===== config.mk =====
export PLATFORM = sky130hd
export DESIGN_NAME = prefix_adder
export DESIGN_NICKNAME = d
export VERILOG_FILES = /design/src/rtl/prefix_adder.sv
export SDC_FILE = /design/constraint.sdc
export NUM_CORES = 1
export LEC_CHECK = 0
export BUFFER_PORTS_ARGS = -buffer_cell sky130_fd_sc_hd__buf_2
export CAP_MARGIN = 20
export CORE_MARGIN = 2
export CORE_UTILIZATION = 45
export DETAILED_ROUTE_END_ITERATION = 8
export GPL_ROUTABILITY_DRIVEN = 0
export GPL_TIMING_DRIVEN = 0
export PLACE_DENSITY = 0.85
export RECOVER_POWER = 25
export SKIP_LAST_GASP = 1
export SLEW_MARGIN = 25
export SYNTH_ARGS = -nofsm -noshare
export SYNTH_HDL_FRONTEND = slang
export SYNTH_SLANG_ARGS = --single-unit

===== constraint.sdc =====
create_clock -name vclk -period 2.1
set_input_delay 0.105 -clock vclk [all_inputs]
set_output_delay 0.105 -clock vclk [all_outputs]
set_load 0.02 [all_outputs]

===== src/rtl/prefix_adder.sv =====
module prefix_adder #(
  parameter int N = 16
) (
  input  logic [N-1:0] opa,
  input  logic [N-1:0] opb,
  input  logic         cin,
  output logic [N-1:0] sum,
  output logic         cout
);
  localparam int STAGES = $clog2(N);
  localparam int COLS   = N + 1;

  // column index 0 holds the carry input; index i+1 holds operand bit i
  wire [COLS-1:0] gv [0:STAGES];
  wire [COLS-1:0] pv [0:STAGES];

  assign gv[0][0] = cin;
  assign pv[0][0] = 1'b0;

  for (genvar i = 0; i < N; i++) begin : g_col
    assign gv[0][i+1] = opa[i] & opb[i];
    assign pv[0][i+1] = opa[i] ^ opb[i];
  end

  for (genvar lv = 1; lv <= STAGES; lv++) begin : g_lvl
    localparam int DIST = 1 << (lv - 1);
    for (genvar c = 0; c < COLS; c++) begin : g_cell
      if (c >= DIST) begin : g_merge
        assign gv[lv][c] = gv[lv-1][c] | (pv[lv-1][c] & gv[lv-1][c-DIST]);
        assign pv[lv][c] = pv[lv-1][c] & pv[lv-1][c-DIST];
      end else begin : g_pass
        assign gv[lv][c] = gv[lv-1][c];
        assign pv[lv][c] = pv[lv-1][c];
      end
    end
  end

  for (genvar i = 0; i < N; i++) begin : g_sum
    assign sum[i] = pv[0][i+1] ^ gv[STAGES][i];
  end

  assign cout = gv[STAGES][N] | (pv[STAGES][N] & gv[STAGES][0]);

  always_comb begin

    add_value_chk: assert ({cout, sum} == ({1'b0, opa} + {1'b0, opb} + (N+1)'(cin)));

    low_carry_chk: assert (sum[0] == (opa[0] ^ opb[0] ^ cin));

    if ((opa ^ opb) == {N{1'b1}})
      full_ripple_chk: assert (sum == {N{~cin}} && cout == cin);

    if (opa[N-1] && opb[N-1])
      top_gen_chk: assert (cout);

    if (!opa[N-1] && !opb[N-1])
      top_kill_chk: assert (!cout);

    resolved_chk: assert (pv[STAGES][N-1:0] == '0);
  end
endmodule


==> Word-level counts from Yosys, hierarchy flattened <==
Cells that the tools add are included.
{ "word_totals": {"elab_cells": 194, "in_bits": 33, "out_inout_bits": 17, "ff_bits": 0} }
{ "classes": {"bitwise": 194} }
{ "op_table": {"columns": ["operator", "count"], "rows": [
  ["$and 1x1->1", 108],
  ["$or 1x1->1", 54],
  ["$xor 1x1->1", 32]
]} }

==> Longest topological paths before layout <==
{ "logic_depth": {"ltp_word": 10, "mapped_depth": 8, "depth_no_buf": 7} }

==> Worst setup path after synthesis <==
Ideal clock, no wire load.
{ "synth_path": {"path_type": "in2out", "start": "input opa[0]", "end": "output sum[15]", "stages": 7, "arrival_ns": 1.784, "path_slack_ns": 0.211, "path_buffers": 0, "required_time_ns": 1.995, "path_cell_list": "fa_1 a211oi_1 o211ai_1 a21o_1 a21oi_2 o31ai_2 xor2_1"} }
{ "synth_between": {"elab_chain_len": 10, "word_cells_on_any_way": 11, "classes_between": "bitwise (11)"} }
{ "synth_rtl": {"columns": ["element", "line", "text"], "rows": [
  ["start, declared", "4", "input logic [N-1:0] opa,"],
  ["$xor 1x1->1", "22", "assign pv[0][i+1] = opa[i] ^ opb[i];"],
  ["$and 1x1->1", "29", "assign gv[lv][c] = gv[lv-1][c] | (pv[lv-1][c] & gv[lv-1][c-DIST]);"],
  ["$or 1x1->1 (*)", "29", null],
  ["$and 1x1->1 (*)", "29", null],
  ["$or 1x1->1 (*)", "29", null],
  ["$and 1x1->1 (*)", "29", null],
  ["$or 1x1->1 (*)", "29", null],
  ["$and 1x1->1 (*)", "29", null],
  ["$or 1x1->1 (*)", "29", null],
  ["$xor 1x1->1 (*)", "39", "assign sum[i] = pv[0][i+1] ^ gv[STAGES][i];"],
  ["end, declared", "7", "output logic [N-1:0] sum,"]
]} }
Every way passes the cells marked *; elsewhere a longest branch is shown, timed or not.

==> Worst setup path in the final report <==
{ "layout_path": {"start": "input opa[7]", "end": "output sum[14]"} }
{ "layout_between": {"elab_chain_len": 9, "word_cells_on_any_way": 14, "classes_between": "bitwise (14)"} }
{ "layout_rtl": {"columns": ["element", "line"], "rows": [
  ["$xor 1x1->1", "22"],
  ["$and 1x1->1", "29"],
  ["$or 1x1->1", "29"],
  ["$and 1x1->1", "29"],
  ["$or 1x1->1", "29"],
  ["$and 1x1->1", "29"],
  ["$or 1x1->1", "29"],
  ["$or 1x1->1 (*)", "29"],
  ["$xor 1x1->1 (*)", "39"]
]} }
Marked as above.

==> insert_results.sql <==
INSERT INTO impl_metrics (metric_group, metric, value, unit) VALUES
('detailed_routing', 'wl_met1', '812', 'um'),
('floorplanning', 'fp.dieW', '45.4', 'um'),
('power', 'power_leakage', '0.000566', 'uW'),
('power', 'power.density', '417', 'nW/um^2'),
('synth', 'yosysWarningCount', '0', ''),
('cells_and_area', 'design.seq.count', '0', ''),
('detailed_routing', 'highest-signal-layer', 'met3', ''),
('critical_path', 'crit_chain', 'buf_2 > ha_1 > a21o_1 > o41a_1 > a211oi_2 > a21oi_1 > xor2_1 > buf_2', ''),
('cells_and_area', 'layout-drive-gt1-share', '38.8', '%'),
('floorplanning', 'initial_core_util', '49.5', '%'),
('synth', 'synth_seq_area_share', '0', '%'),
('synth', 'synth-adder-area-share', '28.5', '%'),
('detailed_routing', 'vias_per_cell', '5.58', ''),
('critical_path', 'worstSetupEndpointType', 'primary output', ''),
('synth', 'synth_simple_gate_area_share', '9.40', '%'),
('critical_path', 'worst_setup_path_start_kind', 'input pin', ''),
('detailed_routing', 'detailroute.wirelength.met3', '94', 'um'),
('detailed_routing', 'detailroute.wirelength.met2', '989', 'um'),
('synth', 'yosys.area.top_type_share', '25.9', '%'),
('job', 'max-cap-violations', '0', ''),
('critical_path', 'timing.critical_path.fanout_max', '6', ''),
('detailed_routing', 'finalWirelength', '1900', 'um'),
('timing', 'setup_viol', '0', ''),
('place', 'dpl.cell_count', '167', ''),
('timing', 'worst-slew-pin-transition', '0.336', 'ns'),
('timing', 'relative_slew_margins', '77.4', '%'),
('cells_and_area', 'finalCoreUtilization', '67.6', '%'),
('detailed_routing', 'routed-via-count', '937', ''),
('timing', 'final_min_period_over_clock_period', '98.2', '%'),
('synth', 'yosysUniqueCellTypes', '25', ''),
('critical_path', 'cp_top_family', 'compound AO/OA/AOI/OAI gates', ''),
('cells_and_area', 'insertedDiodeCount', '0', ''),
('synth', 'most_common_cell_in_the_netlist', 'ha_1', ''),
('grt', 'initial_antenna_violation_count', '0', ''),
('power', 'max-vdd-ir-drop', '0.242', 'mV'),
('timing', 'period_needed', '2.06', 'ns'),
('floorplanning', 'die-area', '2060', 'um^2'),
('synth', 'post_synth_mux_area_share', '0', '%'),
('detailed_routing', 'drt_pre_antenna_iters', '4', ''),
('critical_path', 'worstSetupPathType', 'in -> out', ''),
('place', 'placement.io_buffers', '50', ''),
('cells_and_area', 'area.sequential', '0', 'um^2'),
('floorplanning', 'io-pin-count', '50', ''),
('detailed_routing', 'drt.antenna.violating_nets', '0', ''),
('synth', 'synth_top_cells_by_count', '16 x ha_1, 11 x a21oi_1, 9 x a21o_1', ''),
('synth', 'netlist_area_before_placement', '772', 'um^2'),
('floorplanning', 'die-height', '45.4', 'um'),
('detailed_routing', 'drt_first_iter_violations', '12', ''),
('critical_path', 'path_common_cell', 'buf_2', ''),
('synth', 'synth_largest_area_cell', 'ha_1', ''),
('timing', 'maxSlewViolCount', '0', ''),
('floorplanning', 'core_area', '1560', 'um^2'),
('critical_path', 'cp_slowest_stage_delay', '0.37', 'ns'),
('timing', 'final-hold-violation-count', '0', ''),
('cells_and_area', 'layout.clock_buffers', '0', ''),
('synth', 'synth_area_leaders', 'ha_1 26%, xnor2_1 9.1%, a21o_1 8.8%', ''),
('grt', 'track_usage', '18.4', '%'),
('critical_path', 'worstPathArrival', '1.96', 'ns'),
('synth', 'syn-num-nets', '151', ''),
('grt', 'grt_start_max_net_pins', '8', ''),
('grt', 'grt_pass1_vias', '837', ''),
('synth', 'synth_compound_gate_area_share', '42.0', '%'),
('grt', 'grt_overflow_total', '0', ''),
('timing', 'rsz_0062_raised_after_global_routing', 'true', ''),
('grt', 'wire_length_of_the_first_global_routing_pass', '3050', 'um'),
('cells_and_area', 'finish.net_count', '204', ''),
('detailed_routing', 'drc', '0', ''),
('status', 'status', 'complete, no violations', ''),
('min_path', 'hp-class', 'in -> out', ''),
('place', 'placed_wire_length_estimate_after_detailed_placement', '1650', 'um'),
('cells_and_area', 'layout-area-overhead-vs-synth', '36.5', '%'),
('critical_path', 'cp.buffers_inverters', '2', ''),
('timing', 'fmaxAchievable', '0.485', 'GHz'),
('cells_and_area', 'stdcell_count', '168', ''),
('detailed_routing', 'avgRoutedWirePerCell', '11.3', 'um'),
('floorplanning', 'std_cell_rows', '14', ''),
('synth', 'synthesis.area_per_instance', '7.64', 'um^2'),
('critical_path', 'cp.required', '2.00', 'ns'),
('synth', 'synth_top_family_by_area', 'compound AO/OA/AOI/OAI gates', ''),
('synth', 'synth_xor_xnor_area_share', '17.0', '%'),
('synth', 'netlist_instances', '101', ''),
('critical_path', 'critical_path.slowest_cell', 'ha_1', '');
layer usage:
layer | up-vias | GRT usage [%]
met5 | - | 0
met4 | 0 | 1.18
met3 | 0 | 0.397
met2 | 34 | 37.2
met1 | 421 | 22.0
li1 | 482 | -
layout by cell type, fill, tap and decap left out, types with 5 or more instances in the layout:
cell	Yosys	routed
a21o_1	9	9
xnor2_1	8	8
xor2_1	7	7
ha_1	16	16
nand2_1	7	7
nor2_1	8	8
a21oi_1	11	11
buf_2	1	48
o21ai_0	5	5
inv_1	5	5
what timing repair did:
item,CTS,global route
endpoints found under the setup margin,1,3
setup buffers,0,1
pin swaps,0,1
hold buffers,0,0
resized for setup,1,1
power by group:
group,switching (uW),total [uW],internal [uW]
registers,0,0,0
clock network,0,0,0
logic,259,439,180
total,259,439,180
per-stage QoR:
| stage | total power (uW) | setup WS (ns) | hold slack, ns | area, um^2 | TNS, ns |
|---|---|---|---|---|---|
| after floorplan | 309 | 0.211 | 0.463 | 772 | 0 |
| after global placement | 426 | 0.0398 | 0.611 | 1040 | 0 |
| after detailed placement | 435 | 0.00972 | 0.610 | 1040 | 0 |
| after CTS | 439 | 0.0511 | 0.610 | 1050 | 0 |
| after global routing | 480 | -0.0606 | 0.666 | 1050 | -0.0867 |
| final | 439 | 0.0369 | 0.645 | 1050 | 0 |
area by class of cell:
| cell class | count | area, um^2 |
|---|---|---|
| Tap cell | 16 | 20.0 |
| Fill cell | 145 | 505 |
| Multi-Input combinational cell | 95 | 756 |
| Timing Repair Buffer | 51 | 254 |
| Buffer | 1 | 5.00 |
| Inverter | 5 | 18.8 |
path summary, 6_finish.rpt:
path | startpoint | end | depth (start not counted)
setup / recovery | opa[7] | sum[14] | 8
hold / removal | opb[15] | cout | 4
kinds of logic (layout without fill, tap and decap cells):
group	after synthesis	count (layout)
adder cells (fa/ha/maj)	17	17
buffers and inverters	6	57
AO/OA/AOI/OAI	45	45
AND/OR/NAND/NOR	18	18
XOR/XNOR	15	15
Power figures use the tool's default switching activity.
